==> config.mk <==
export PLATFORM = sky130hd
export DESIGN_NAME = pmu_unit
export DESIGN_NICKNAME = d
export VERILOG_FILES = /design/src/rtl/pmu_pkg.sv /design/src/rtl/pmu_ctrl.sv /design/src/rtl/pmu_cyc.sv /design/src/rtl/pmu_evt.sv /design/src/rtl/pmu_unit.sv
export SDC_FILE = /design/constraint.sdc
export NUM_CORES = 1
export LEC_CHECK = 0
export CELL_PAD_IN_SITES_DETAIL_PLACEMENT = 0
export CELL_PAD_IN_SITES_GLOBAL_PLACEMENT = 2
export CORE_MARGIN = 10
export CORE_UTILIZATION = 37
export CTS_CLUSTER_SIZE = 8
export DETAILED_ROUTE_END_ITERATION = 8
export HOLD_SLACK_MARGIN = 0.03
export PLACE_DENSITY_LB_ADDON = 0.1
export REMOVE_ABC_BUFFERS = 1
export SLEW_MARGIN = 10
export SYNTH_ARGS = -nofsm -noshare
export SYNTH_HDL_FRONTEND = slang
export SYNTH_SLANG_ARGS = --single-unit
export TNS_END_PERCENT = 1
==> constraint.sdc <==
create_clock -name clk -period 3.36 [get_ports clk]
set_clock_uncertainty 0.05 [all_clocks]
set_input_delay 0.336 -clock clk [delete_from_list [all_inputs] [get_ports clk]]
set_output_delay 0.336 -clock clk [all_outputs]
set_load 0.03 [all_outputs]
==> src/rtl/pmu_pkg.sv <==
package pmu_pkg;
  localparam int ADDR_W = 5;
  localparam logic [ADDR_W-1:0] A_CTRL  = 5'd0;
  localparam logic [ADDR_W-1:0] A_OVS   = 5'd1;
  localparam logic [ADDR_W-1:0] A_CEN   = 5'd2;
  localparam logic [ADDR_W-1:0] A_IEN   = 5'd3;
  localparam logic [ADDR_W-1:0] A_CYCLO = 5'd4;
  localparam logic [ADDR_W-1:0] A_CYCHI = 5'd5;
  localparam logic [ADDR_W-1:0] A_EVT0  = 5'd16;

  // control bit positions
  localparam int B_EN    = 0;
  localparam int B_EVRST = 1;
  localparam int B_CYRST = 2;
  localparam int B_DIV   = 3;
  localparam int B_EXP   = 4;
  localparam int B_DP    = 5;
  localparam int B_LC    = 6;

  // flag bit of the cycle counter in status / enable registers
  localparam int CYC_FLAG = 31;

  typedef struct packed {
    logic lc;
    logic dp;
    logic xp;
    logic div;
    logic en;
  } ctrl_t;
endpackage

==> src/rtl/pmu_ctrl.sv <==
module pmu_ctrl
  import pmu_pkg::*;
#(
  parameter int NUM_EVT = 6,
  parameter logic [15:0] ID_CODE = 16'h0000
) (
  input  logic              clk,
  input  logic              rst,
  input  logic              wr_en,
  input  logic [ADDR_W-1:0] wr_addr,
  input  logic [6:0]        wr_bits,
  output ctrl_t             cfg,
  output logic              clr_cyc,
  output logic              clr_evt,
  output logic [31:0]       rd_word
);
  logic hit;
  assign hit = wr_en && (wr_addr == A_CTRL);

  always_ff @(posedge clk) begin
    if (rst) begin
      cfg <= '0;
    end else if (hit) begin
      cfg.en  <= wr_bits[B_EN];
      cfg.div <= wr_bits[B_DIV];
      cfg.xp  <= wr_bits[B_EXP];
      cfg.dp  <= wr_bits[B_DP];
      cfg.lc  <= wr_bits[B_LC];
    end
  end

  // self-clearing pulses, never stored
  assign clr_cyc = hit && wr_bits[B_CYRST];
  assign clr_evt = hit && wr_bits[B_EVRST];

  assign rd_word = {ID_CODE, 5'(NUM_EVT), 4'b0000,
                    cfg.lc, cfg.dp, cfg.xp, cfg.div, 2'b00, cfg.en};
endmodule

==> src/rtl/pmu_cyc.sv <==
module pmu_cyc
  import pmu_pkg::*;
#(
  parameter int CYC_W   = 64,
  parameter int PRESC_W = 6
) (
  input  logic             clk,
  input  logic             rst,
  input  logic             run,
  input  logic             div,
  input  logic             lc,
  input  logic             clr,
  input  logic             wr_lo,
  input  logic             wr_hi,
  input  logic [31:0]      wdata,
  output logic [CYC_W-1:0] cnt,
  output logic             ovf
);
  localparam int HI_W = CYC_W - 32;

  logic [PRESC_W-1:0] presc;
  logic [CYC_W-1:0]   nxt;
  logic               tick;
  logic               fall;

  assign tick = run && (!div || (&presc));
  assign nxt  = cnt + 1'b1;
  assign fall = lc ? (cnt[CYC_W-1] && !nxt[CYC_W-1]) : (cnt[31] && !nxt[31]);
  assign ovf  = tick && !clr && !wr_lo && !wr_hi && fall;

  always_ff @(posedge clk) begin
    if (rst || clr) begin
      cnt   <= '0;
      presc <= '0;
    end else begin
      if (run) presc <= presc + 1'b1;
      if (wr_lo)      cnt[31:0]       <= wdata;
      else if (wr_hi) cnt[CYC_W-1:32] <= wdata[HI_W-1:0];
      else if (tick)  cnt             <= nxt;
    end
  end
endmodule

==> src/rtl/pmu_evt.sv <==
module pmu_evt #(
  parameter int EVT_W = 32
) (
  input  logic             clk,
  input  logic             rst,
  input  logic             inc,
  input  logic             clr,
  input  logic             wr,
  input  logic [EVT_W-1:0] wdata,
  output logic [EVT_W-1:0] cnt,
  output logic             wrap
);
  assign wrap = inc && !clr && !wr && (&cnt);

  always_ff @(posedge clk) begin
    if (rst || clr)  cnt <= '0;
    else if (wr)     cnt <= wdata;
    else if (inc)    cnt <= cnt + 1'b1;
  end
endmodule

==> src/rtl/pmu_unit.sv <==
module pmu_unit
  import pmu_pkg::*;
#(
  parameter int NUM_EVT = 6,
  parameter int EVT_W   = 32,
  parameter int CYC_W   = 64,
  parameter int PRESC_W = 6,
  parameter logic [15:0] ID_CODE = 16'h0000,
  localparam int PW = $clog2(NUM_EVT + 1)
) (
  input  logic               clk,
  input  logic               rst,
  input  logic               wr_en,
  input  logic [ADDR_W-1:0]  wr_addr,
  input  logic [31:0]        wr_data,
  input  logic [ADDR_W-1:0]  rd_addr,
  output logic [31:0]        rd_data,
  input  logic [NUM_EVT-1:0] evt_in,
  input  logic               priv_high,
  input  logic [PW-1:0]      part_idx,
  input  logic               cnt_prohibit,
  output logic [NUM_EVT-1:0] exp_out,
  output logic               irq
);
  localparam logic [31:0] FLAG_MASK = 32'h8000_0000 | 32'((1 << NUM_EVT) - 1);

  ctrl_t            cfg;
  logic             clr_cyc, clr_evt;
  logic [31:0]      ctrl_word;
  logic [CYC_W-1:0] cyc_cnt;
  logic             cyc_ovf, cyc_run;
  logic [EVT_W-1:0] evt_cnt [NUM_EVT];
  logic [NUM_EVT-1:0] evt_wrap;
  logic [31:0]      ovs_q, cen_q, ien_q, set_vec, w1c, rd_nxt;

  pmu_ctrl #(.NUM_EVT(NUM_EVT), .ID_CODE(ID_CODE)) u_ctrl (
    .clk(clk), .rst(rst), .wr_en(wr_en), .wr_addr(wr_addr),
    .wr_bits(wr_data[6:0]), .cfg(cfg), .clr_cyc(clr_cyc),
    .clr_evt(clr_evt), .rd_word(ctrl_word)
  );

  assign cyc_run = cfg.en && cen_q[CYC_FLAG] && !(cfg.dp && cnt_prohibit);

  pmu_cyc #(.CYC_W(CYC_W), .PRESC_W(PRESC_W)) u_cyc (
    .clk(clk), .rst(rst), .run(cyc_run), .div(cfg.div), .lc(cfg.lc),
    .clr(clr_cyc),
    .wr_lo(wr_en && (wr_addr == A_CYCLO)),
    .wr_hi(wr_en && (wr_addr == A_CYCHI)),
    .wdata(wr_data), .cnt(cyc_cnt), .ovf(cyc_ovf)
  );

  for (genvar n = 0; n < NUM_EVT; n++) begin : g_evt
    logic reserved, gate;
    assign reserved = (n >= int'(part_idx));
    assign gate     = cfg.en || (!priv_high && reserved);
    pmu_evt #(.EVT_W(EVT_W)) u_evt (
      .clk(clk), .rst(rst),
      .inc(evt_in[n] && gate && cen_q[n]),
      .clr(clr_evt && (priv_high || !reserved)),
      .wr(wr_en && (wr_addr == ADDR_W'(int'(A_EVT0) + n))),
      .wdata(wr_data[EVT_W-1:0]),
      .cnt(evt_cnt[n]), .wrap(evt_wrap[n])
    );
  end

  always_comb begin
    set_vec = '0;
    set_vec[CYC_FLAG] = cyc_ovf;
    set_vec[NUM_EVT-1:0] = evt_wrap;
    w1c = (wr_en && (wr_addr == A_OVS)) ? (wr_data & FLAG_MASK) : '0;
  end

  always_ff @(posedge clk) begin
    if (rst) begin
      ovs_q <= '0;
      cen_q <= '0;
      ien_q <= '0;
    end else begin
      ovs_q <= (ovs_q & ~w1c) | set_vec;
      if (wr_en && (wr_addr == A_CEN)) cen_q <= wr_data & FLAG_MASK;
      if (wr_en && (wr_addr == A_IEN)) ien_q <= wr_data & FLAG_MASK;
    end
  end

  always_comb begin
    rd_nxt = '0;
    case (rd_addr)
      A_CTRL:  rd_nxt = ctrl_word;
      A_OVS:   rd_nxt = ovs_q;
      A_CEN:   rd_nxt = cen_q;
      A_IEN:   rd_nxt = ien_q;
      A_CYCLO: rd_nxt = cyc_cnt[31:0];
      A_CYCHI: rd_nxt = 32'(cyc_cnt[CYC_W-1:32]);
      default: begin
        for (int n = 0; n < NUM_EVT; n++)
          if (rd_addr == ADDR_W'(int'(A_EVT0) + n)) rd_nxt = 32'(evt_cnt[n]);
      end
    endcase
  end

  always_ff @(posedge clk) begin
    if (rst) begin
      rd_data <= '0;
      irq     <= 1'b0;
      exp_out <= '0;
    end else begin
      rd_data <= rd_nxt;
      irq     <= |(ovs_q & ien_q);
      exp_out <= cfg.xp ? evt_in : '0;
    end
  end
endmodule

==> metrics.txt <==
setup bufs post-CTS 0; CTS max path bufs 3; post-placement cell area 20000 µm²; commonest non-fill, non-tap cell in the layout dfxtp_1; Avg Inst Size Synth 8.10 µm²; pin count of the biggest net entering global routing 66; Post-Layout Inst Area 21300 µm²; Crit path required time 3.83 ns; setup violators final 0; DRT Pass-1 Iters 8; Detailed Route WL 75.3 mm; hold_buf cts 0; CTS Root Cell clkbuf_16; num ports 95; initial core utilization 37.3%; ys async rst share 0%; CTS tree done; HP Class in2reg; Leak 6.91 nW; global-route wire length before repair 111 mm; ANT nets after route 0; Final GP Congestion 0.927; most frequent cells in the layout 327 x dfxtp_1, 226 x nor2_1, 165 x a21oi_1; dpl ws 0.288 ns; run status complete, no violations; DR iter-0 viols 1901; DIE HEIGHT 241 µm; CP Class reg2reg; EDFF count, synth 0; H-tree levels 2; CP arrival 3.31 ns; #FFs+latches synth 327; max-cap viol count 0; synthesis-to-layout area growth 17.5%; placed insts 2877; PD cells 428 nW/µm²; Final min period 2.84 ns; drc violations 0; Wirelength per Cell 25.7 µm; fin. max-slew vios 0; R2R depth 10; Slew HR 28.8%; Hold Path End ien_q[2]$_SDFFE_PP0P_; core footprint 48600 µm²; ys flop type dfxtp_1; Worst setup SP type register; vias in the first global route 16600; Synth Cell Area 18100 µm²; non-filler instance count after layout 2934; total gr overflow 0; cell chain of the critical path and4_1 -> nand4_1 -> or3_1 -> nor2_1 -> ha_1 -> mux2_2 -> nand3_1 -> a21oi_1 -> a21oi_1 -> nor2_1; antenna violations before repair 1; worst flop-to-flop path startpoint u_cyc.cnt[6]$_SDFFE_PP0P_; Max Fclk 353 MHz; worst r2r dst ovs_q[31]$_SDFF_PP0_; clock latency on the worst-skew pair 0.59 ns; reg2reg setup slack 0.52 ns; area of the die 58200 µm²; Nets 2370; post-synthesis sequential area ratio 36.1%; PortBufs 94; critical-path cell with the highest stage delay or3_1; routed via count 17800; Final HPWL DP 55.5 mm; Max FO, Critical Path 7; RSZ-0062 raised after global routing no; Multi-input gate area 10900 µm²; Synth Instances 2236; post-CTS sizing 0; period utilisation layout 84.4%; clock tree sinks 327; WHS Path Cells 2; Fin. Hold Viols 0; VDD IR max 0.312 mV; share of post-route cells with drive strength above 1 9.56%; cts bufs inserted 47; DIE WIDTH 241 µm; unique cell type count in the Yosys netlist 79; Worst-Margin Slew 1.06 ns; row cnt 81; YS warnings 0; worst path bufs/invs 0; total global-route track usage 25.4%; crit path capture type register; CP peak stage delay 0.57 ns; # fillers 4934; register area 6550 µm²; via/cell ratio 6.06; Setup WS post-layout 0.525 ns; Design Power 9.11 mW; clk slew on worst S/H paths 0.05 ns; critical hold path startpoint rst; critical path's top delay family simple AND/OR/NAND/NOR gates
## layout make-up
class                      instances  area share, %
timing repair buffer             183           8.06
inverter                          23          0.405
sequential                       327           30.7
clock buffer                      56           5.97
multi-input combinational       1722           51.2
tap                              622           3.65
antenna                            1         0.0117
## Yosys cell counts (all sizes together) (16+ instances only)
cell type  instances  share of area, %
nand2            151               3.1
xor2             140               6.8
nand3            125               3.5
a22oi             49               2.0
buf               36               1.1
a222oi            23               1.3
a211oi           131               5.5
dfxtp            327                36
o21ai            138               3.8
and2              21              0.72
or3               16              0.55
nor3              57               2.0
inv               23              0.48
and4              34               1.6
a21oi            171               4.8
nand4             87               3.0
a221oi            24               1.2
xnor2             94               4.5
and3              53               1.8
nor2             235               5.0
mux2i             23               1.3
clkbuf           128               2.7
## cell families after synthesis
kind of cell | after synthesis | share of synthesized area [%]
buffers and inverters | 187 | 4.19
XOR/XNOR | 234 | 11.3
AND/OR/NAND/NOR | 837 | 24.0
adder cells (fa/ha/maj) | 10 | 0.690
flip-flops | 327 | 36.1
multiplexers | 34 | 1.95
AO/OA/AOI/OAI | 607 | 21.8
## routing by layer
metal / vias up / wire length, µm / track usage (%)
li1: 8367 / - / -
met4: 0 / 1600 / 6.40
met3: 90 / 5240 / 3.46
met2: 655 / 33200 / 39.3
met1: 8672 / 35200 / 36.5
met5: - / 0 / 0
## worst max-delay path by stage
stage / from / end / slack, ns / cells past startpoint
5_1_grt: u_cyc.cnt[6]$_SDFFE_PP0P_ / ovs_q[31]$_SDFF_PP0_ / 0.40 / 10
3_3_place_gp: priv_high / g_evt[0].u_evt.cnt[29]$_SDFFE_PP0P_ / 0.34 / 7
2_1_floorplan: wr_addr[0] / g_evt[2].u_evt.cnt[21]$_SDFFE_PP0P_ / -0.14 / 4
6_report: u_cyc.cnt[6]$_SDFFE_PP0P_ / ovs_q[31]$_SDFF_PP0_ / 0.52 / 10
4_1_cts: u_cyc.cnt[6]$_SDFFE_PP0P_ / ovs_q[31]$_SDFF_PP0_ / 0.56 / 10
3_5_place_dp: rd_addr[2] / rd_data[23]$_SDFF_PP0_ / 0.29 / 7
## per-stage QoR
stage | TNS (ns) | hold WS, ns | utilization [%]
final | 0 | 0.174 | 43.8
after global routing | 0 | 0.185 | 43.8
after CTS | 0 | 0.144 | 43.8
after detailed placement | 0 | 0.424 | 41.2
after global placement | 0 | 0.423 | 41.2
after floorplan | -3.14 | 0.355 | -
## power breakdown
group / total, mW / internal [mW] / switching, mW
combinational: 0.681 / 0.231 / 0.449
clock: 4.41 / 2.60 / 1.81
sequential: 4.02 / 3.94 / 0.0736
total: 9.11 / 6.78 / 2.33
## worst reg2reg max path, cell delays in order, from the launching register on
cell,delay (ns)
dfxtp_1,0.45
and4_1,0.39
nand4_1,0.40
or3_1,0.58
nor2_1,0.15
ha_1,0.17
mux2_2,0.15
nand3_1,0.15
a21oi_1,0.16
a21oi_1,0.05
nor2_1,0.08
## flip-flops by register name, summed over array words and instances, names as in the netlist
signal,flops
cen_q,7
exp_out,6
g_evt.u_evt.cnt,192
ien_q,7
irq,1
ovs_q,7
rd_data,32
u_ctrl.cfg,5
u_cyc.cnt,64
u_cyc.presc,6
No activity file was read; power rests on OpenSTA's default activity.
